`config.mk`:
```
export PLATFORM = sky130hd
export DESIGN_NAME = rom_search_enum
export DESIGN_NICKNAME = d
export VERILOG_FILES = /design/src/rtl/rs_pkg.sv /design/src/rtl/rs_branch.sv /design/src/rtl/rs_track.sv /design/src/rtl/rs_seq.sv /design/src/rtl/rom_search_enum.sv
export SDC_FILE = /design/constraint.sdc
export NUM_CORES = 1
export LEC_CHECK = 0
export ABC_AREA = 1
export CORE_MARGIN = 10
export CORE_UTILIZATION = 40
export CTS_CLUSTER_SIZE = 40
export DETAILED_ROUTE_END_ITERATION = 7
export GPL_TIMING_DRIVEN = 0
export PLACE_DENSITY = 0.57
export SYNTH_ARGS = -nofsm -noshare
export SYNTH_HDL_FRONTEND = slang
export SYNTH_HIERARCHICAL = 1
export SYNTH_SLANG_ARGS = --single-unit
```
`constraint.sdc`:
```
create_clock -name clk -period 6.05 [get_ports clk]
set_clock_uncertainty 0.2 [all_clocks]
set_input_delay 1.21 -clock clk [delete_from_list [all_inputs] [get_ports clk]]
set_output_delay 1.21 -clock clk [all_outputs]
set_load 0.03 [all_outputs]
```
`src/rtl/rs_pkg.sv`:
```
package rs_pkg;

    typedef enum logic [1:0] {
        OP_RESET = 2'd0,
        OP_WBYTE = 2'd1,
        OP_TRIP  = 2'd2
    } rs_op_e;

    typedef enum logic [3:0] {
        ST_IDLE,
        ST_RST_GO,
        ST_RST_WAIT,
        ST_CMD_GO,
        ST_CMD_WAIT,
        ST_TRI_GO,
        ST_TRI_WAIT,
        ST_EMIT,
        ST_FIN
    } rs_state_e;

    // triplet response: taken direction, complement bit, id bit
    typedef struct packed {
        logic taken;
        logic comp;
        logic idb;
    } rs_trip_s;

    localparam logic [7:0] SEARCH_CMD = 8'hF0;

    function automatic logic trip_abort(rs_trip_s t);
        return t.comp & t.idb;
    endfunction

    function automatic logic trip_zero_fork(rs_trip_s t);
        return (t == 3'b000);
    endfunction

endpackage

```
`src/rtl/rs_branch.sv`:
```
module rs_branch #(
    parameter int ID_W  = 64,
    parameter int IDX_W = 6,
    parameter int POS_W = 7
) (
    input  logic [IDX_W-1:0] bit_idx,
    input  logic [POS_W-1:0] fork_pos,
    input  logic [ID_W-1:0]  prev_id,
    output logic             dir
);

    logic [POS_W-1:0] idx_ext;

    always_comb begin
        idx_ext = POS_W'(bit_idx);
        if (idx_ext == fork_pos) begin
            dir = 1'b1;
        end else if (idx_ext > fork_pos) begin
            dir = 1'b0;
        end else begin
            dir = prev_id[bit_idx];
        end
    end

endmodule

```
`src/rtl/rs_track.sv`:
```
module rs_track #(
    parameter int ID_W  = 64,
    parameter int IDX_W = 6,
    parameter int POS_W = 7
) (
    input  logic             clk,
    input  logic             rst,
    input  logic             clr_run,
    input  logic             clr_pass,
    input  logic             bit_we,
    input  logic [IDX_W-1:0] bit_idx,
    input  logic             bit_val,
    input  logic             zero_fork,
    input  logic             last_bit,
    input  logic             adopt,
    output logic [POS_W-1:0] fork_pos,
    output logic [IDX_W-1:0] lz_pos,
    output logic             lz_valid,
    output logic [ID_W-1:0]  prev_id,
    output logic [ID_W-1:0]  id_out
);

    logic [ID_W-1:0] work_id;
    logic [ID_W-1:0] next_id;

    always_comb begin
        next_id = work_id;
        next_id[bit_idx] = bit_val;
    end

    always_ff @(posedge clk) begin
        if (rst) begin
            fork_pos <= POS_W'(ID_W);
            lz_pos   <= '0;
            lz_valid <= 1'b0;
            prev_id  <= '0;
            work_id  <= '0;
            id_out   <= '0;
        end else begin
            if (clr_run) begin
                fork_pos <= POS_W'(ID_W);
                prev_id  <= '0;
                lz_valid <= 1'b0;
            end
            if (clr_pass) begin
                lz_valid <= 1'b0;
                work_id  <= '0;
            end
            if (bit_we) begin
                work_id <= next_id;
                if (zero_fork) begin
                    lz_pos   <= bit_idx;
                    lz_valid <= 1'b1;
                end
                if (last_bit) begin
                    id_out  <= next_id;
                    prev_id <= next_id;
                end
            end
            if (adopt) begin
                fork_pos <= POS_W'(lz_pos);
            end
        end
    end

endmodule

```
`src/rtl/rs_seq.sv`:
```
module rs_seq
    import rs_pkg::*;
#(
    parameter int ID_W  = 64,
    parameter int IDX_W = 6,
    parameter int POS_W = 7
) (
    input  logic             clk,
    input  logic             rst,
    input  logic             start,
    input  logic             rsp_valid,
    input  logic             rsp_presence,
    input  rs_trip_s         rsp_trip,
    input  logic             lz_valid,
    input  logic [IDX_W-1:0] lz_pos,
    input  logic [POS_W-1:0] fork_pos,
    output logic             busy,
    output logic             cmd_valid,
    output rs_op_e           cmd_op,
    output logic [7:0]       cmd_byte,
    output logic             id_valid,
    output logic             done,
    output logic             clr_run,
    output logic             clr_pass,
    output logic             bit_we,
    output logic             zero_fork,
    output logic             last_bit,
    output logic             adopt,
    output logic [IDX_W-1:0] bit_idx
);

    localparam logic [IDX_W-1:0] LAST_IDX = IDX_W'(ID_W - 1);

    rs_state_e state;
    logic      abort;
    logic      finish;

    assign abort     = trip_abort(rsp_trip);
    assign zero_fork = trip_zero_fork(rsp_trip);
    assign last_bit  = (bit_idx == LAST_IDX);
    assign finish    = !lz_valid || (POS_W'(lz_pos) == fork_pos);

    assign clr_run  = (state == ST_IDLE) && start;
    assign clr_pass = (state == ST_RST_WAIT) && rsp_valid && rsp_presence;
    assign bit_we   = (state == ST_TRI_WAIT) && rsp_valid && !abort;
    assign adopt    = (state == ST_EMIT) && !finish;

    assign busy      = (state != ST_IDLE);
    assign cmd_valid = (state == ST_RST_GO) || (state == ST_CMD_GO) || (state == ST_TRI_GO);
    assign cmd_byte  = (state == ST_CMD_GO) ? SEARCH_CMD : 8'h00;
    assign id_valid  = (state == ST_EMIT);
    assign done      = (state == ST_FIN);

    always_comb begin
        case (state)
            ST_CMD_GO: cmd_op = OP_WBYTE;
            ST_TRI_GO: cmd_op = OP_TRIP;
            default:   cmd_op = OP_RESET;
        endcase
    end

    always_ff @(posedge clk) begin
        if (rst) begin
            state   <= ST_IDLE;
            bit_idx <= '0;
        end else begin
            case (state)
                ST_IDLE:     if (start) state <= ST_RST_GO;
                ST_RST_GO:   state <= ST_RST_WAIT;
                ST_RST_WAIT: if (rsp_valid) state <= rsp_presence ? ST_CMD_GO : ST_FIN;
                ST_CMD_GO:   state <= ST_CMD_WAIT;
                ST_CMD_WAIT: begin
                    if (rsp_valid) begin
                        state   <= ST_TRI_GO;
                        bit_idx <= '0;
                    end
                end
                ST_TRI_GO:   state <= ST_TRI_WAIT;
                ST_TRI_WAIT: begin
                    if (rsp_valid) begin
                        if (abort) begin
                            state <= ST_FIN;
                        end else if (last_bit) begin
                            state <= ST_EMIT;
                        end else begin
                            bit_idx <= bit_idx + 1'b1;
                            state   <= ST_TRI_GO;
                        end
                    end
                end
                ST_EMIT:     state <= finish ? ST_FIN : ST_RST_GO;
                ST_FIN:      state <= ST_IDLE;
                default:     state <= ST_IDLE;
            endcase
        end
    end

endmodule

```
`src/rtl/rom_search_enum.sv`:
```
module rom_search_enum
    import rs_pkg::*;
#(
    parameter int ID_W = 64
) (
    input  logic            clk,
    input  logic            rst,
    input  logic            start,
    output logic            busy,
    output logic            cmd_valid,
    output logic [1:0]      cmd_op,
    output logic [7:0]      cmd_byte,
    output logic            cmd_dir,
    input  logic            rsp_valid,
    input  logic            rsp_presence,
    input  logic [2:0]      rsp_trip,
    output logic            id_valid,
    output logic [ID_W-1:0] id_out,
    output logic [7:0]      id_family,
    output logic            done
);

    localparam int IDX_W = $clog2(ID_W);
    localparam int POS_W = IDX_W + 1;

    rs_trip_s         trip;
    rs_op_e           op;
    logic [POS_W-1:0] fork_pos;
    logic [IDX_W-1:0] lz_pos;
    logic             lz_valid;
    logic [ID_W-1:0]  prev_id;
    logic [IDX_W-1:0] bit_idx;
    logic             clr_run, clr_pass, bit_we, zero_fork, last_bit, adopt;
    logic             dir;

    assign trip      = rs_trip_s'(rsp_trip);
    assign cmd_op    = op;
    assign cmd_dir   = cmd_valid && (op == OP_TRIP) && dir;
    assign id_family = id_out[7:0];

    rs_seq #(.ID_W(ID_W), .IDX_W(IDX_W), .POS_W(POS_W)) u_seq (
        .clk(clk), .rst(rst), .start(start),
        .rsp_valid(rsp_valid), .rsp_presence(rsp_presence), .rsp_trip(trip),
        .lz_valid(lz_valid), .lz_pos(lz_pos), .fork_pos(fork_pos),
        .busy(busy), .cmd_valid(cmd_valid), .cmd_op(op), .cmd_byte(cmd_byte),
        .id_valid(id_valid), .done(done),
        .clr_run(clr_run), .clr_pass(clr_pass), .bit_we(bit_we),
        .zero_fork(zero_fork), .last_bit(last_bit), .adopt(adopt),
        .bit_idx(bit_idx)
    );

    rs_track #(.ID_W(ID_W), .IDX_W(IDX_W), .POS_W(POS_W)) u_track (
        .clk(clk), .rst(rst),
        .clr_run(clr_run), .clr_pass(clr_pass), .bit_we(bit_we),
        .bit_idx(bit_idx), .bit_val(trip.taken), .zero_fork(zero_fork),
        .last_bit(last_bit), .adopt(adopt),
        .fork_pos(fork_pos), .lz_pos(lz_pos), .lz_valid(lz_valid),
        .prev_id(prev_id), .id_out(id_out)
    );

    rs_branch #(.ID_W(ID_W), .IDX_W(IDX_W), .POS_W(POS_W)) u_branch (
        .bit_idx(bit_idx), .fork_pos(fork_pos), .prev_id(prev_id), .dir(dir)
    );

endmodule

```
---- Word-level counts from Yosys, hierarchy flattened ----
Index checks and enable logic that the tools add are counted.
storage, ports and cells
  register bits ........................... 216
  input port bits ......................... 8
  output and inout bits ................... 87
  logic and storage cells ................. 90
cells by class
  add/sub/neg operators ................... 1
  order comparisons ....................... 3
  equality and inequality tests ........... 18
  muxes and demuxes ....................... 34
  bitwise logic cells ..................... 1
  reductions and logical operators ........ 25
operator list
  cell                 number
  $mux 64              5
  $bwmux 64            1
  $pmux 4 s8           1
  $mux 4               7
  $mux 6               4
  $eq 4x3->1 const B   4
  $eq 6x7->1           2
  $mux 7               2
  $ne 2x2->1 const B   6
  $pmux 6 s2           1
  $logic_and 1x1->1    9
  $eq 4x2->1 const B   2
  $mux 1               8
  $mux 8               1
  $gt 6x7->1           1
  $lt 6x7->1 const B   1
  $add 6x1->6 const B  1
  $bmux 1 s6           1
  $demux 1 s6          1
  $eq 6x6->1 const B   1
  $ge 6x1->1 const B   1
  $reduce_bool 2->1    3
  $reduce_and 5->1     1
  $eq 4x1->1 const B   1
  12 further kinds     17

---- Depth between registers and ports, before layout ----
Gate-level depths: netlist of the first run.
  depth after elaboration ................. 7
  mapped depth ............................ 14
  mapped depth without buffers ............ 12

---- Modules after synthesis ----
Netlist of the first run, hierarchy kept.
by module, submodules not included
  module           times used  cells each  area an instance (µm²)  seq. area each (µm²)
  rs_track         1           1,042       8,388.0                 4,124.0
  rs_seq           1           155         964.7                   200.2
  rs_branch        1           201         953.4                   0.0
  rom_search_enum  1           12          77.6                    0.0

---- Least setup slack after synthesis of the first run ----
Ideal clock, no wire load.
  path type ............................... register to output
  start point ............................. register u_seq.state[0]
  end point ............................... output port cmd_dir
  arrival ................................. 2,000 ps
  data required time ...................... 4,640 ps
  path slack .............................. 2,640 ps
  cell stages (with the launch flop) ...... 7
  path buffers ............................ 1
  path through ............................ dfxtp_1 > inv_2 > nor3_1 > buf_4 > inv_1 > nand2_1 > nor2_2
on the way
  word-level cells in the longest chain between the ends .. 5
  elaborated cells between the ends (all ways) .. 9
  classes of those cells .................. 4 x eq/ne; 1 x mux; 4 x reduce/logical
ends and longest elaborated chain
  element                                   RTL line               source
  start, declared                           rs_seq.sv:34           rs_state_e state;
  start signal, assigned                    rs_seq.sv:70           ST_RST_WAIT: if (rsp_valid) state <= rsp_presence ? ST_CMD_GO : ST_FIN;
  start signal, assigned                    rs_seq.sv:91           ST_EMIT: state <= finish ? ST_FIN : ST_RST_GO;
  $eq 4x3->1 or $eq 4x2->1 (tied branches)  rs_seq.sv:55           case (state)
  $pmux 2 s2 *                              rs_seq.sv:55
  named net cmd_op[0]                       rom_search_enum.sv:11  output logic [1:0] cmd_op,
  $eq 2x2->1 *                              rom_search_enum.sv:38  assign cmd_dir = cmd_valid && (op == OP_TRIP) && dir;
  $logic_and 1x1->1 * (2 in a row)          rom_search_enum.sv:38
  end, declared                             rom_search_enum.sv:13  output logic cmd_dir,
Mark *: on every way through the listed nets, which the timed path passes. The rest lies on a longest branch.

---- Final worst setup path of the first run ----
  start point ............................. register u_seq.bit_idx[2]
  end point ............................... output port cmd_dir
on the way
  word-level cells in the longest chain between the ends .. 5
  elaborated cells between the ends (all ways) .. 7
  classes of those cells .................. 1 x order compare; 1 x eq/ne; 4 x mux; 1 x reduce/logical
ends and longest elaborated chain
  element                       RTL line               source
  start, declared               rs_seq.sv:29           output logic [IDX_W-1:0] bit_idx
  start signal, assigned        rs_seq.sv:86           bit_idx <= bit_idx + 1'b1;
  $bmux 1 s6                    rs_branch.sv:21        dir = prev_id[bit_idx];
  $mux 1 (not written as such)  rs_branch.sv:21
  $mux 1                        rs_branch.sv:18        end else if (idx_ext > fork_pos) begin
  $mux 1 *                      rs_branch.sv:16        if (idx_ext == fork_pos) begin
  named net dir                 rom_search_enum.sv:34  logic dir;
  $logic_and 1x1->1 *           rom_search_enum.sv:38
Mark *: on every way through the listed nets, which the timed path passes. The rest lies on a longest branch. The select of a mux whose other input is x is not followed.

==> flow_metrics.py, run 1 <==
metrics = {
    "sta": {
        "period_needed_ps": 4810,
        "timing.fmax_mhz": 208,
        "setup_viol": 0,
        "fin_tns_setup_ps": 0,
        "drv_slew": 0,
        "fin_crit_sh_pct": 79.5,
        "relSlewSlack_pct": 53.2,
        "tightest_slew_ps": 701,
        "hold_ws_ps": 261,
        "rsz0062_at_grt": "no",
        "hold_viol_final": 0,
    },
    "run_status": {
        "status": "finished clean",
    },
    "floorplan": {
        "dieArea_sq_um": 32800,
        "num_rows": 58,
        "io_pins": 95,
        "die_x_microns": 181,
        "start_util_pct": 40.9,
        "core_area_sq_um": 25400,
        "dieHeight_microns": 181,
    },
    "setup_path": {
        "crit_arrival_ps": 3400,
        "timing.rr.end": "u_track/id_out[17]",
        "reg2reg_from": "u_seq/bit_idx[3]",
        "cpMostUsedCell": "nand3_1",
        "crit_path_cell_trace": "buf_2 > inv_1 > nand3_1 > nand3_1 > nand3_1 > nand3_1 > nand3_1 > nand2_1 > nand2_1 > nor2_2 > clkdlybuf4s50_1",
        "cp-end-kind": "output port",
        "crit_fanout": 9,
        "crit_type": "register to output port",
        "critPathLaunchType": "register",
        "critPathRequiredTime_ps": 4640,
        "cp_slowest_cell": "clkdlybuf4s50_1",
        "reg2reg_slack_ps": 3630,
        "rr_worst_depth": 10,
        "slowest_delay_ps": 670,
    },
    "clocking": {
        "cts_tree": "built",
        "cts_resized": 0,
        "hold_buffers": 0,
        "cts.sinks": 216,
        "insertion_delay_ps": 520,
        "postCtsSetupBuffers": 0,
        "htreeDepth": 1,
        "cts_root_buffer": "clkbuf_16",
        "cts_inserted_buffers": 24,
        "cts_buffer_depth": 3,
        "path_clk_slew_ps": 60,
    },
    "drt": {
        "vias_per_cell": 5.31,
        "detail-route-antenna-nets": 0,
        "vias": 9953,
        "drc_errors": 0,
        "first_pass_iters": 6,
        "drtIter0Drc": 863,
        "wl_per_cell_microns": 18.2,
        "drt_wl_total_mm": 34.2,
    },
    "synthesis": {
        "synthSimpleGateAreaFrac_pct": 32.0,
        "ys_seq_elements": 216,
        "synth_fa_ha_area_share_pct": 0.843,
        "ys_seq_area_share_pct": 41.6,
        "synth_area_per_cell_sq_um": 7.36,
        "synth_top_family_by_area": "simple AND/OR/NAND/NOR gates",
        "synth_ff_type": "dfxtp_1",
        "synthArstFlopShare_pct": 0,
        "synth_cell_types": 38,
        "synth-xor-area-share_pct": 0.253,
        "synth.area.mux_share_pct": 0,
        "syn_inst": 1410,
        "synth_edf_count": 0,
        "yosysWarnings": 6,
        "synth_compound_area_share_pct": 14.8,
        "netlist_area_sq_um": 10400,
    },
    "min_path": {
        "hold_end": "u_track/work_id[19]",
        "hold_depth": 2,
        "worstHoldPathType": "register to register",
        "min_from": "u_track/work_id[19]",
    },
    "pwr": {
        "finalPower_uw": 3320,
        "p_leak_uw": 0.00434,
        "vdd.ir_drop.worst_uv": 218,
        "p_per_area_nw_per_um2": 265,
    },
    "flow_run": {
        "drv_cap": 0,
    },
    "cells_and_area": {
        "drive_gt1_share_pct": 13.3,
        "final_area_sq_um": 12500,
        "final_common_cell": "nand2_1",
        "num_antenna_cells": 0,
        "fillers": 2657,
        "area_delta_synth_final_pct": 20.6,
        "mostFrequentLayoutCells": "nand2_1 (349), nand3_1 (257), dfxtp_1 (216)",
        "finalNetCount": 1543,
    },
    "placed_design": {
        "hpwlAfterDp_mm": 23.4,
        "gp_congestion": 0.886,
        "place_area_sq_um": 11700,
        "port_buffers": 89,
    },
    "global_routing": {
        "antenna_found_initial": 0,
        "grt_max_degree": 14,
        "grt.overflow.total": 0,
        "grt_pass1_vias": 9249,
        "grt_pass1_wl_mm": 52.9,
        "grt_usage_pct": 19.9,
    },
}
## through the flow
step | setup WS (ps) | util, % | cells
2_1_floorplan | 2640 | - | 1413
3_3_place_gp | 1840 | 46.1 | 1832
3_5_place_dp | 1870 | 46.1 | 1832
4_1_cts | 1300 | 49.3 | 1876
5_1_grt | 1160 | 49.3 | 1876
6_report | 1240 | 49.3 | 1876
## synth_stat cells, types with 2 or more instances
cell type  count  area, sq um
nand2_1      349         1310
nand3_1      257         1290
dfxtp_1      216         4320
a21oi_1      205         1030
inv_1         77          289
o21bai_1      48          360
buf_4         27          203
clkbuf_1      26         97.6
buf_2         25          125
nor2_1        25         93.8
nand2_2       21          131
buf_6         19          214
nand3_2       17          170
inv_2         13         48.8
a21oi_2        9         78.8
o21ai_0        9         45.0
buf_1          8         30.0
nor2_4         8         90.1
ha_1           7         87.6
nor2_2         6         37.5
nand2_4        5         56.3
nor3_1         5         25.0
inv_4          4         25.0
inv_6          3         26.3
nand3_4        3         52.6
clkinv_4       2         17.5
nand4_1        2         12.5
nor3_2         2         20.0
or2_1          2         12.5
xor2_1         2         17.5
## report_power, final
part / internal, uW / leakage, uW / switching, uW
registers: 1430 / 0.00174 / 12.1
logic: 95.2 / 0.00220 / 251
clock network: 924 / 0.000407 / 609
## critical path: cells and delay by family, from the launching register on
family | cells | cell delay, ps
buf+inv | 3 | 1440
simple gates | 8 | 1040
flops | 1 | 390
## per-layer routing
metal	up-vias	track usage, %	routed length [microns]
met3	59	3.80	2590
li1	4901	-	-
met2	345	30.9	15200
met4	0	6.31	1000
met1	4648	27.1	15400
met5	-	0	0
## cells by family after synthesis
logic type,after synthesis
and+or+nand+nor,704
AOI/OAI and AO/OA,274
DFF,216
buffers and inverters,205
adders and majority gates,7
xor gates and xnor gates,3
other,1
## area by class of cell
class                           instances  area (sq um)  area share [%]
Timing Repair Buffer                   89           891            7.11
Buffer                                105           669            5.34
Multi-Input combinational cell        992          4980            39.8
Tap cell                              330           413            3.30
Sequential cell                       216          4320            34.5
Clock inverter                         11           140            1.12
Inverter                              100           418            3.34
Clock buffer                           33           686            5.47
## how the worst max path moves through the flow
stage	start	endpoint	slack, ps	cells past startpoint
global route	u_seq/bit_idx[2]	cmd_dir	1160	11
floorplan	u_seq/state[0]	cmd_dir	2640	6
finish	u_seq/bit_idx[2]	cmd_dir	1240	11
CTS	u_seq/bit_idx[2]	cmd_dir	1300	11
detailed placement	u_seq/bit_idx[2]	cmd_dir	1870	11
global placement	u_seq/bit_idx[2]	cmd_dir	1840	11
## state kept, by name, indices dropped and copies added (netlist names)
signal            flops
u_seq/bit_idx         6
u_track/lz_pos        6
u_track/prev_id      64
u_track/id_out       64
u_track/lz_valid      1
u_track/work_id      64
u_seq/state           4
u_track/fork_pos      7
Note: power is estimated with default switching activity, not from simulation.
==> run 2, diff against run 1 <==
==> constraint.sdc (replaced) <==
create_clock -name clk -period 4.58 [get_ports clk]
set_clock_uncertainty 0.2 [all_clocks]
set_input_delay 0.916 -clock clk [delete_from_list [all_inputs] [get_ports clk]]
set_output_delay 0.916 -clock clk [all_outputs]
set_load 0.03 [all_outputs]
==> flow_metrics.py, run 2 (synthesized netlist as in run 1, its figures left out) <==
metrics = {
    "clocking": {
        "htreeDepth": 1,
        "path_clk_slew_ps": 60,
        "insertion_delay_ps": 520,
        "cts_buffer_depth": 3,
        "cts_root_buffer": "clkbuf_16",
        "cts_inserted_buffers": 24,
        "cts_tree": "built",
        "cts.sinks": 216,
        "postCtsSetupBuffers": 0,
    },
    "global_routing": {
        "grt_usage_pct": 19.9,
        "antenna_found_initial": 0,
        "grt_pass1_vias": 9249,
        "grt_pass1_wl_mm": 52.9,
        "grt_max_degree": 14,
        "grt.overflow.total": 0,
    },
    "run_status": {
        "status": "finished clean",
    },
    "placed_design": {
        "dp_slack_ps": 689,
        "hpwlAfterDp_mm": 23.4,
        "port_buffers": 89,
        "gp_congestion": 0.886,
    },
    "floorplan": {
        "io_pins": 95,
        "die_x_microns": 181,
        "dieArea_sq_um": 32800,
        "dieHeight_microns": 181,
        "num_rows": 58,
        "core_area_sq_um": 25400,
        "start_util_pct": 40.9,
    },
    "cells_and_area": {
        "final_common_cell": "nand2_1",
        "fillers": 2655,
        "mostFrequentLayoutCells": "nand2_1 (349), nand3_1 (257), dfxtp_1 (216)",
        "drive_gt1_share_pct": 13.4,
        "num_antenna_cells": 0,
        "finalNetCount": 1543,
        "top_regs": "u_track/id_out (64), u_track/prev_id (64), u_track/work_id (64)",
        "area_delta_synth_final_pct": 20.7,
    },
    "setup_path": {
        "critPathLaunchType": "register",
        "reg2reg_from": "u_seq/bit_idx[3]",
        "crit_fanout": 9,
        "cp_slowest_cell": "clkdlybuf4s50_1",
        "crit_end": "cmd_dir",
        "cpMostUsedCell": "nand3_1",
        "cp-end-kind": "output port",
        "timing.rr.end": "u_track/id_out[17]",
        "cp_num_buf_inv": 3,
        "cp.depth": 11,
        "critPathRequiredTime_ps": 3460,
        "crit_family": "buffers and inverters",
        "crit_start": "u_seq/bit_idx[2]",
        "reg2reg_slack_ps": 2160,
        "rr_worst_depth": 10,
        "crit_type": "register to output port",
        "slowest_delay_ps": 580,
        "crit_arrival_ps": 3330,
        "crit_path_cell_trace": "clkbuf_4 > clkinvlp_4 > nand3_1 > nand3_1 > nand3_1 > nand3_1 > nand3_1 > nand2_1 > nand2_1 > nor2_2 > clkdlybuf4s50_1",
    },
    "min_path": {
        "worstHoldPathType": "register to register",
    },
    "pwr": {
        "p_per_area_nw_per_um2": 350,
        "finalPower_uw": 4380,
        "vdd.ir_drop.worst_uv": 288,
        "p_leak_uw": 0.00434,
    },
    "drt": {
        "wl_per_cell_microns": 18.2,
        "drc_errors": 0,
        "drt_wl_total_mm": 34.2,
        "vias_per_cell": 5.33,
        "detail-route-antenna-nets": 0,
        "first_pass_iters": 5,
        "vias": 10000,
        "drtIter0Drc": 947,
    },
    "sta": {
        "rsz0062_at_grt": "no",
        "timing.fmax_mhz": 225,
        "tightest_slew_ps": 708,
        "fin_crit_sh_pct": 97.1,
        "hold_viol_final": 0,
        "setup_slack_ps": 134,
        "hold_ws_ps": 260,
        "fin_tns_setup_ps": 0,
        "setup_viol": 0,
        "period_needed_ps": 4450,
        "drv_slew": 0,
        "relSlewSlack_pct": 52.8,
    },
    "flow_run": {
        "drv_cap": 0,
    },
}
[run 2: cell types whose count changed in the layout (fill, tap and decap cells not counted), sizes merged]
cell      change
buf           -1
inv           -1
clkbuf        +1
clkinvlp      +1
[run 2: metrics by stage]
stage / util, % / std cells / instance area, sq um
floorplan: - / 1413 / 10400
global placement: 46.1 / 1832 / 11700
detailed placement: 46.1 / 1832 / 11700
CTS: 49.3 / 1876 / 12500
global route: 49.3 / 1876 / 12500
finish: 49.3 / 1876 / 12500
[run 2: final cells by class]
| type | instances | area, sq um | area share [%] |
|---|---|---|---|
| multi-input cells | 992 | 4980 | 39.8 |
| flip-flops and latches | 216 | 4320 | 34.5 |
| repair buffers | 89 | 891 | 7.11 |
| clock buffers | 33 | 686 | 5.47 |
| plain buffers | 105 | 672 | 5.36 |
| inverters | 100 | 422 | 3.36 |
| well taps | 330 | 413 | 3.30 |
| clock inverters | 11 | 140 | 1.12 |
[run 2: timing repair]
item / CTS / global route
resized for setup: 0 / 2
endpoints found under the setup margin: 0 / 1
hold buffers: 0 / 0
[run 2: worst reg2reg max path: stages, from the launching register on]
cell	delay [ps]
dfxtp_1	760
nand2_1	120
inv_1	90
nand2_1	60
nor2_2	140
nand2_1	100
inv_2	100
buf_6	180
buf_4	240
nand3_1	200
a21oi_1	170
[run 2: where the power goes]
group / leakage [uW] / switching (uW) / internal [uW]
Combinational: 0.00220 / 332 / 126
Clock: 0.000407 / 801 / 1220
Sequential: 0.00174 / 16.0 / 1890
[run 2: routing by layer]
layer / track usage (%) / vias to the layer above / share of wire [%]
met1: 27.1 / 4700 / 45
met2: 30.9 / 345 / 44
met5: 0 / - / 0
met3: 3.80 / 64 / 7.7
li1: - / 4895 / -
met4: 6.31 / 0 / 2.9
[run 2: worst min-delay path by stage]
| stage | depth (start not counted) | to | slack, ps | from |
|---|---|---|---|---|
| after global routing | 2 | u_track/work_id[21] | 280 | u_track/work_id[21] |
| final | 2 | u_track/work_id[28] | 260 | u_track/work_id[28] |
| after CTS | 2 | u_track/prev_id[58] | 260 | u_track/prev_id[58] |
| after floorplan | 2 | u_track/prev_id[56] | 240 | u_track/prev_id[56] |
| after detailed placement | 2 | u_track/prev_id[58] | 250 | u_track/prev_id[58] |
| after global placement | 2 | u_track/work_id[59] | 250 | u_track/work_id[59] |
